--- config.mk ---
export PLATFORM = sky130hd
export DESIGN_NAME = uvrom_prog_ctrl
export DESIGN_NICKNAME = d
export VERILOG_FILES = /design/src/rtl/uvrom_pkg.sv /design/src/rtl/uvrom_prog_ctrl.sv
export SDC_FILE = /design/constraint.sdc
export NUM_CORES = 1
export LEC_CHECK = 0
export CAP_MARGIN = 25
export CORE_ASPECT_RATIO = 1.25
export CORE_MARGIN = 3
export CORE_UTILIZATION = 40
export DETAILED_ROUTE_END_ITERATION = 6
export DONT_BUFFER_PORTS = 1
export PLACE_DENSITY_LB_ADDON = 0.05
export SLEW_MARGIN = 40
export SYNTH_ARGS = -nofsm -noshare
export SYNTH_HDL_FRONTEND = slang
export SYNTH_SLANG_ARGS = --single-unit
--- constraint.sdc ---
create_clock -name clk -period 1.6 [get_ports clk]
set_clock_uncertainty 0.05 [all_clocks]
set_input_delay 0.24 -clock clk [delete_from_list [all_inputs] [get_ports clk]]
set_output_delay 0.24 -clock clk [all_outputs]
set_load 0.01 [all_outputs]
--- src/rtl/uvrom_pkg.sv ---
package uvrom_pkg;

    // Decoded operating mode of the control pins
    typedef enum logic [2:0] {
        MODE_STANDBY,
        MODE_READ,
        MODE_OUTOFF,
        MODE_PROGRAM,
        MODE_INHIBIT
    } mode_e;

    // Programming controller states
    typedef enum logic [1:0] {
        ST_SWEEP,
        ST_IDLE,
        ST_PULSE,
        ST_HELD
    } pstate_e;

endpackage

--- src/rtl/uvrom_prog_ctrl.sv ---
module uvrom_prog_ctrl
    import uvrom_pkg::*;
#(
    parameter int ADDR_W    = 12,
    parameter int DATA_W    = 8,
    parameter int PULSE_MIN = 45,
    parameter int PULSE_MAX = 55
) (
    input  logic              clk,
    input  logic              rst_n,
    input  mode_e             mode,
    input  logic              erase_i,
    input  logic [ADDR_W-1:0] addr_i,
    input  logic [DATA_W-1:0] data_i,
    output logic              busy_o,
    output logic              err_o,
    output logic              clr_en,
    output logic              wr_en,
    output logic [ADDR_W-1:0] wr_addr,
    output logic [DATA_W-1:0] wr_data
);

    localparam int CNT_W = $clog2(PULSE_MAX + 1) + 1;
    localparam logic [CNT_W-1:0]  CNT_MIN  = CNT_W'(PULSE_MIN);
    localparam logic [CNT_W-1:0]  CNT_MAX  = CNT_W'(PULSE_MAX);
    localparam logic [ADDR_W-1:0] IDX_LAST = '1;

    pstate_e           state, state_nxt;
    logic [CNT_W-1:0]  cnt;
    logic [ADDR_W-1:0] sweep_idx;
    logic [ADDR_W-1:0] lat_addr;
    logic [DATA_W-1:0] lat_data;
    logic              cap, cnt_inc, err_set;

    // State register
    always_ff @(posedge clk or negedge rst_n) begin
        if (!rst_n) begin
            state <= ST_SWEEP;
        end else begin
            state <= state_nxt;
        end
    end

    // Next state and control outputs
    always_comb begin
        state_nxt = state;
        clr_en    = 1'b0;
        wr_en     = 1'b0;
        cap       = 1'b0;
        cnt_inc   = 1'b0;
        err_set   = 1'b0;
        unique case (state)
            ST_SWEEP: begin
                clr_en = 1'b1;
                if (sweep_idx == IDX_LAST) begin
                    state_nxt = ST_IDLE;
                end
            end
            ST_IDLE: begin
                if (erase_i) begin
                    state_nxt = ST_SWEEP;
                end else if (mode == MODE_PROGRAM) begin
                    cap       = 1'b1;
                    state_nxt = ST_PULSE;
                end
            end
            ST_PULSE: begin
                if (mode == MODE_INHIBIT) begin
                    if (cnt >= CNT_MIN) begin
                        wr_en = 1'b1;
                    end else begin
                        err_set = 1'b1;
                    end
                    state_nxt = ST_IDLE;
                end else if (mode != MODE_PROGRAM) begin
                    err_set   = 1'b1;
                    state_nxt = ST_IDLE;
                end else if (cnt == CNT_MAX) begin
                    err_set   = 1'b1;
                    state_nxt = ST_HELD;
                end else begin
                    cnt_inc = 1'b1;
                end
            end
            ST_HELD: begin
                if (mode != MODE_PROGRAM) begin
                    state_nxt = ST_IDLE;
                end
            end
            default: state_nxt = ST_IDLE;
        endcase
    end

    // Pulse width counter and captured operands
    always_ff @(posedge clk or negedge rst_n) begin
        if (!rst_n) begin
            cnt      <= '0;
            lat_addr <= '0;
            lat_data <= '0;
        end else if (cap) begin
            cnt      <= CNT_W'(1);
            lat_addr <= addr_i;
            lat_data <= data_i;
        end else if (cnt_inc) begin
            cnt <= cnt + CNT_W'(1);
        end
    end

    // Sweep pointer
    always_ff @(posedge clk or negedge rst_n) begin
        if (!rst_n) begin
            sweep_idx <= '0;
        end else if (state == ST_SWEEP) begin
            sweep_idx <= sweep_idx + ADDR_W'(1);
        end else begin
            sweep_idx <= '0;
        end
    end

    // Sticky error
    always_ff @(posedge clk or negedge rst_n) begin
        if (!rst_n) begin
            err_o <= 1'b0;
        end else if (err_set) begin
            err_o <= 1'b1;
        end
    end

    assign busy_o  = (state == ST_SWEEP);
    assign wr_addr = clr_en ? sweep_idx : lat_addr;
    assign wr_data = lat_data;

    AST_ERR_STICKY: assert property (@(posedge clk) disable iff (!rst_n)
        err_o |=> err_o);
    AST_WIDTH_IN_RANGE: assert property (@(posedge clk) disable iff (!rst_n)
        wr_en |-> (cnt >= CNT_MIN) && (cnt <= CNT_MAX));
    AST_WRITE_ON_RELEASE: assert property (@(posedge clk) disable iff (!rst_n)
        wr_en |-> (mode == MODE_INHIBIT) && ($past(mode) == MODE_PROGRAM));
    AST_OVERLONG_FLAGGED: assert property (@(posedge clk) disable iff (!rst_n)
        (state == ST_PULSE) && (mode == MODE_PROGRAM) && (cnt == CNT_MAX) |=> err_o);
    AST_SWEEP_IGNORES: assert property (@(posedge clk) disable iff (!rst_n)
        busy_o && erase_i |=> !wr_en);

endmodule

==> reports/qor.txt, run 1 <==
Status: finished with violations
Failing checks: setup timing
Core area: 0.00515 mm²
Synthesized area: 0.00215 mm²
Register area share after synthesis: 0.488
Drt total wl: 4900 µm
PD cells: 1710 mW/mm²
ANT cells: 0
Residual DRC: 0
Final setup violation count: 29
RSZ-0062 raised after global routing: yes
GRT Residual Overflow: 0
Hold path endpoint: err_o$_DFFE_PN0P_
Post-route setup slack: -0.237 ns
Slew Limit Headroom: 0.803
Synth Warn #: 0
CTS Root Cell: clkbuf_8
Worst-case reg-to-reg path depth: 8
Initial antenna violation count: 0
Max-slew violation count: 0
Initial DRC Count: 39
DR WL/cell: 17.9 µm
Reg area: 0.00105 mm²
Post-layout util: 0.562
Number of max-cap violations: 0
Fillers: 433
Slowest-stage cell, CP: dfrtp_1
First-pass GRT wire length: 7990 µm
First drt pass iteration count: 4
TritonCTS clock tree: built
Fmax: 544 MHz
Post-synth EDFFs: 0
Hold path cells: 1
Die area: 0.00630 mm²
Dpl hpwl: 3220 µm
RR Endpoint: wr_data[6]$_DFFE_PN0P_
Slowest Stage Delay on Critical Path: 0.42 ns
Final Cycle Share: 1.15
HP Class: in2reg
Total track usage: 0.165
Syn Inst Count: 174
Worst Path Required: 1.31 ns
CTS clk-pin slew, worst paths: 0.09 ns
Worst path cell trace: buf_6, o311a_4, o21ai_2, nand2b_1, and4_4
Least-Margin Pin Slew: 0.296 ns
Routed vias: 1458
I/O pins: 50
Vias per std cell: 5.34
Unique masters post-synth: 40
Initial Util: 0.418
Die Span X: 71.6 µm
PortBufs: 0
Total power: 4.95 mW
Post-DP Area: 0.00235 mm²
CP Launch Type: register
CTS buffer count: 5
Final Critical Period: 1.84 ns
DRT antenna net count: 0
LEAKAGE: 1.36 nW
HP Start: mode[2]
Max Root-Sink Buffers: 2
# rows: 29
Placed Cells incl. Taps: 247
Number of clock sinks: 42
Fraction of layout cells with a size suffix above 1: 0.460
Final Hold Vio Count: 0
Layout Area Growth over Synthesis: 34.7%
Post-synth ARST share: 1.00
Crit. End Element: output port
Chip height: 88.0 µm
Fin cells: 273
Htree depth: 2
Largest net degree at the start of global routing: 43
Post-synth top flop: dfrtp_1
CP Class: reg2out
Crit path DAT: 1.55 ns
R2r setup slk: -0.10 ns
Crit Path Max Fanout: 2
Reg2reg start: state[1]$_DFFE_PN0P_
Final nets: 244
Syn nets: 208
Peak supply drop: 0.943 mV
Routability cong.: 0.777
Syn avg cell area: 12.4 µm²
Seq cells post-synth: 42
Final Instance Area: 0.00290 mm²
Area of the multi-input gates: 0.00124 mm²
Clk_lat worst skew: 0.29 ns
Vias in the first global route: 1598
==> critical path: cells and delay by family, from the launching register on <==
family | cells | cell delay, ns
buf+inv | 1 | 0.14
simple gates | 2 | 0.24
compound gates | 2 | 0.46
flops | 1 | 0.42
==> registers in the layout (all words and copies together), names as in the netlist <==
| signal | flops |
|---|---|
| cnt | 7 |
| sweep_idx | 12 |
| lat_addr | 12 |
| err_o | 1 |
| state | 2 |
| wr_data | 8 |
==> stage by stage <==
| step | worst slack (ns) | hold slack [ns] | TNS (ns) |
|---|---|---|---|
| after floorplan | 0.00359 | -0.106 | 0 |
| after global placement | -0.0228 | -0.104 | -0.0231 |
| after detailed placement | -0.0578 | -0.104 | -0.708 |
| after CTS | -0.302 | 0.00292 | -3.05 |
| after global routing | -0.307 | 0.0145 | -5.01 |
| final | -0.237 | 0.00708 | -3.13 |
==> worst max-delay path by stage <==
| stage | cells after the start | slack (ns) | end | from |
|---|---|---|---|---|
| after detailed placement | 7 | -0.06 | state[0]$_DFFE_PN0P_ | state[0]$_DFFE_PN0P_ |
| after global placement | 6 | -0.02 | wr_en | cnt[1]$_DFFE_PN0P_ |
| final | 5 | -0.24 | wr_en | cnt[0]$_DFFE_PN0P_ |
| after global routing | 5 | -0.31 | wr_en | cnt[0]$_DFFE_PN0P_ |
| after CTS | 5 | -0.30 | wr_en | cnt[0]$_DFFE_PN0P_ |
| after floorplan | 5 | 0.004 | wr_en | cnt[0]$_DFFE_PN0P_ |
==> kinds of logic (layout without fill, tap and decap cells) <==
group / after synthesis / after routing / share of synthesized area
flip-flops: 42 / 42 / 0.488
AND/OR/NAND/NOR: 47 / 47 / 0.131
XOR/XNOR: 14 / 14 / 0.0570
multiplexers: 34 / 34 / 0.177
adder cells (fa/ha/maj): 8 / 8 / 0.0465
buffers and inverters: 12 / 49 / 0.0337
AO/OA/AOI/OAI: 17 / 17 / 0.0669
==> where the power goes <==
group / leakage, nW / switching [mW] / internal, mW
Sequential: 0.539 / 0.305 / 1.41
Combinational: 0.769 / 0.968 / 1.42
Clock: 0.0514 / 0.374 / 0.466
==> layer usage <==
metal	global-route usage	vias to the layer above	share of wire
met2	0.277	30	0.53
met5	0	-	0
met1	0.209	739	0.43
li1	-	687	-
met3	0.0436	2	0.043
met4	0.0462	0	0.0059
==> cell usage after synthesis (2+ instances only) <==
cell,number,area share
a21oi_1,3,0.0070
and2_1,3,0.0087
and4_1,4,0.016
buf_4,2,0.0070
buf_6,2,0.010
dfrtp_1,42,0.49
ha_1,8,0.047
inv_1,5,0.0087
mux2_1,2,0.010
mux2_2,30,0.16
mux2i_1,2,0.0093
nand2_1,4,0.0070
nand2b_1,2,0.0058
nand3_1,4,0.0093
nand4_1,5,0.015
nor2_1,16,0.028
o2111ai_1,2,0.0081
o21ai_0,4,0.0093
xor2_1,13,0.053
==> final cells by class <==
class                           count  area share
Multi-Input combinational cell    120       0.427
Sequential cell                    42       0.363
Timing Repair Buffer               36       0.138
Tap cell                           62      0.0268
Clock buffer                        6      0.0250
Clock inverter                      2      0.0130
Inverter                            5     0.00734
==> placed cells by master (no fill, tap or decap), drive strengths merged, types with 2 or more instances in the layout <==
cell type  Yosys  layout
clkbuf         2       6
nor2          17      17
dfrtp         42      42
o2111ai        3       3
nand4          5       5
nand3          4       4
mux2          32      32
nand2          4       4
a21oi          3       3
and2           3       3
o21ai          5       5
and4           4       4
inv            5       5
buf            5      35
ha             8       8
mux2i          2       2
xor2          13      13
nand2b         3       3
==> timing repair <==
| action | 4_1_cts | 5_1_grt |
|---|---|---|
| pin swaps | 11 | 8 |
| hold buffers | 2 | 0 |
| endpoints found under the hold margin | 42 | 0 |
| setup endpoints to repair | 36 | 43 |
| cloned | 2 | 0 |
| buffers inserted | 12 | 4 |
| resized for setup | 51 | 10 |
Power figures use the tool's default switching activity.
==> run 2: changes to the inputs <==
ABC_AREA = 1   (was unset)
==> run 2 against run 1 <==
The run still ends with setup timing left; synthesized cell count rose by 70%; critical path type unchanged; critical path depth rose by 1; flip-flop and latch count did not move; first-iteration DRC count rose by 41%.
==> reports/qor.txt, run 2 <==
Crit path DAT: 1.36 ns (was 1.55 ns)
TritonCTS clock tree: built (unchanged)
Syn Inst Count: 296 (was 174)
Post-synth EDFFs: 0 (unchanged)
Post-route setup slack: -0.0473 ns (was -0.237 ns)
Layout Area Growth over Synthesis: 31.8% (was 34.7%)
Worst Path Required: 1.31 ns (about the same)
CP Class: reg2out (unchanged)
Syn avg cell area: 7.72 µm² (was 12.4 µm²)
CTS buffer count: 5 (unchanged)
Max-slew violation count: 0 (unchanged)
DRT antenna net count: 0 (unchanged)
Chip height: 90.5 µm (was 88.0 µm)
Switching Share: 0.231 (was 0.333)
CP delay by family, top: flip-flops (was compound AO/OA/AOI/OAI gates)
Seq cells post-synth: 42 (unchanged)
CP Launch Type: register (unchanged)
DR WL/cell: 13.1 µm (was 17.9 µm)
I/O pins: 50 (unchanged)
# rows: 30 (was 29)
Top post-synthesis cells by count: nand2_1 (129), dfrtp_1 (42), inv_1 (24), nand3_1 (18), nor2_1 (17) (was dfrtp_1 (42), mux2_2 (30), nor2_1 (16), xor2_1 (13), ha_1 (8))
Crit. End Element: output port (unchanged)
HP Class: in2reg (unchanged)
Sequential fraction of design power: 0.579 (was 0.347)
Syn nets: 330 (was 208)
CTS clk-pin slew, worst paths: 0.09 ns (about the same)
Slew Limit Headroom: 0.850 (was 0.803)
Core area: 0.00548 mm² (was 0.00515 mm²)
PortBufs: 0 (unchanged)
GRT busiest layer: met2 (unchanged)
Failing checks: setup timing (unchanged)
Unique masters post-synth: 29 (was 40)
Largest net degree at the start of global routing: 43 (unchanged)
Final Critical Period: 1.65 ns (was 1.84 ns)
GRT Residual Overflow: 0 (unchanged)
Die area: 0.00666 mm² (was 0.00630 mm²)
Met1 usage: 0.214 (was 0.209)
First-pass GRT wire length: 8950 µm (was 7990 µm)
Final Hold Vio Count: 0 (unchanged)
Most frequent cells in the layout: nand2_1 (112), dfrtp_1 (42), buf_4 (24) (was dfrtp_1 (42), mux2_4 (32), buf_4 (20))
PD cells: 608 mW/mm² (was 1710 mW/mm²)
Drt total wl: 5340 µm (was 4900 µm)
Number of clock sinks: 42 (unchanged)
CP most frequent cell: nor2_4
Post-DP Area: 0.00242 mm² (was 0.00235 mm²)
Initial DRC Count: 55 (was 39)
ANT cells: 0 (unchanged)
RSZ-0062 raised after global routing: yes (unchanged)
Max Root-Sink Buffers: 2 (unchanged)
Slowest-stage cell, CP: dfrtp_1 (unchanged)
Vias per std cell: 4.84 (was 5.34)
Clk_lat worst skew: 0.30 ns (was 0.29 ns)
Total track usage: 0.170 (was 0.165)
Initial Util: 0.417 (was 0.418)
Crit Path Max Fanout: 11 (was 2)
Buf/Inv on CP: 3 (was 1)
Post-synth top area cell: dfrtp_1 (unchanged)
Net Sw Power: 0.424 mW (was 1.65 mW)
Final nets: 377 (was 244)
Dpl hpwl: 3530 µm (was 3220 µm)
Met2 Use GR: 0.286 (was 0.277)
Register area share after synthesis: 0.460 (was 0.488)
Least-Margin Pin Slew: 0.224 ns (was 0.296 ns)
Most common cell after layout, fill and taps aside: nand2_1 (was dfrtp_1)
Total power: 1.83 mW (was 4.95 mW)
Vias in the first global route: 1945 (was 1598)
Met3 GRT Util: 0.0367 (was 0.0436)
Status: finished with violations (unchanged)
Combinational share of power: 0.043 (was 0.483)
First drt pass iteration count: 4 (unchanged)
Cell with the most instances after synthesis: nand2_1 (was dfrtp_1)
Leading post-synthesis cells by cell area: dfrtp_1 (46%), nand2_1 (21%), ha_1 (4.4%), nand3_1 (3.9%), inv_1 (3.9%) (was dfrtp_1 (49%), mux2_2 (16%), xor2_1 (5.3%), ha_1 (4.7%), nor2_1 (2.8%))
Final setup violation count: 11 (was 29)
Hold slack final: 0.0112 ns (was 0.00708 ns)
Initial antenna violation count: 0 (unchanged)
Clock Power Share: 0.378 (was 0.170)
Fillers: 543 (was 433)
Number of max-cap violations: 0 (unchanged)
Power Internal: 1.41 mW (was 3.30 mW)
Final Cycle Share: 1.03 (was 1.15)
Synth Warn #: 0 (unchanged)
Slowest Stage Delay on Critical Path: 0.40 ns (was 0.42 ns)
Worst path cell trace: inv_2, ha_4, inv_8, buf_12, nor2_4, nor2_4 (was buf_6, o311a_4, o21ai_2, nand2b_1, and4_4)
Share of Yosys cell area claimed by the top area cell type: 0.460 (was 0.488)
Htree depth: 2 (unchanged)
Fmax: 607 MHz (was 544 MHz)
Post-synth ARST share: 1.00 (unchanged)
Routability cong.: 0.834 (was 0.777)
Fraction of layout cells with a size suffix above 1: 0.238 (was 0.460)
Residual DRC: 0 (unchanged)
Final Instance Area: 0.00301 mm² (was 0.00290 mm²)
Routed vias: 1975 (was 1458)
Synthesized area: 0.00228 mm² (was 0.00215 mm²)
CTS Root Cell: clkbuf_8 (unchanged)
Post-synth top flop: dfrtp_1 (unchanged)
LEAKAGE: 1.60 nW (was 1.36 nW)
Die Span X: 73.6 µm (was 71.6 µm)
Peak supply drop: 0.417 mV (was 0.943 mV)
## run 2: cell types whose count changed in the layout (fill, tap and decap cells not counted), sizes merged, moves of 4 or more
cell and change:
and4 -4, xor2 -11, o21ai +8, mux2 -32
inv +21, buf -7, clkinv +4, nor2 +5
a21oi +8, nand3 +16, nand2 +128, dlygate4sd3 +18
## run 2: cell families (layout without fill, tap and decap cells)
group,after synthesis,after routing,share of synthesized area
buffers and inverters,36,84,0.0783
xor gates and xnor gates,2,2,0.00767
and+or+nand+nor,181,181,0.347
adders and majority gates,8,8,0.0438
DFF,42,42,0.460
AOI/OAI and AO/OA,27,27,0.0635
## run 2: stage by stage
step / instances / worst slack [ns] / TNS, ns / util
after floorplan: 296 / 0.0272 / 0 / -
after global placement: 367 / 0.0860 / 0 / 0.442
after detailed placement: 367 / 0.0259 / 0 / 0.442
after CTS: 403 / -0.0501 / -0.521 / 0.523
after global routing: 408 / -0.114 / -0.925 / 0.550
final: 408 / -0.0473 / -0.155 / 0.550
## run 2: worst paths after layout
check,from,to,slack (ns),cells after the start
max in group asynchronous,rst_n,cnt[2]$_DFFE_PN0P_,0.90,2
min,addr_i[8],lat_addr[8]$_DFFE_PN0P_,0.01,2
max,state[0]$_DFFE_PN0P_,wr_addr[0],-0.05,6
min in group asynchronous,rst_n,sweep_idx[10]$_DFF_PN0_,0.39,2
max reg2reg,state[0]$_DFFE_PN0P_,cnt[1]$_DFFE_PN0P_,0.10,8
min reg2reg,lat_addr[5]$_DFFE_PN0P_,lat_addr[5]$_DFFE_PN0P_,0.43,2
## run 2: routing by layer
layer	share of wire	routed length, µm	up-vias
li1	-	-	1022
met1	0.44	2320	909
met2	0.51	2720	39
met3	0.043	231	5
met4	0.012	62	0
met5	0	0	-
## run 2: what timing repair did
| action | CTS | global route |
|---|---|---|
| setup endpoints to repair | 13 | 23 |
| pin swaps | 2 | 10 |
| hold endpoints to repair | 60 | 0 |
| gates cloned | 0 | 1 |
| resized for setup | 28 | 24 |
| hold buffers | 20 | 0 |
| buffers inserted | 8 | 4 |
## run 2: power by group through the flow
stage,combinational (mW),sequential [mW],clock [mW]
floorplan,0.0102,1.08,0
global placement,0.0111,1.08,0
detailed placement,0.0112,1.08,0
CTS,0.0801,1.06,0.730
global route,0.0877,1.06,0.769
finish,0.0790,1.06,0.693
## run 2: area by class of cell
cell class | instances | area, µm² | share of cell area
Multi-Input combinational cell | 218 | 1190 | 0.394
Tap cell | 64 | 80.1 | 0.0266
Timing Repair Buffer | 48 | 483 | 0.160
Clock buffer | 5 | 68.8 | 0.0229
Clock inverter | 3 | 21.3 | 0.00706
Inverter | 28 | 120 | 0.0399
Sequential cell | 42 | 1050 | 0.349
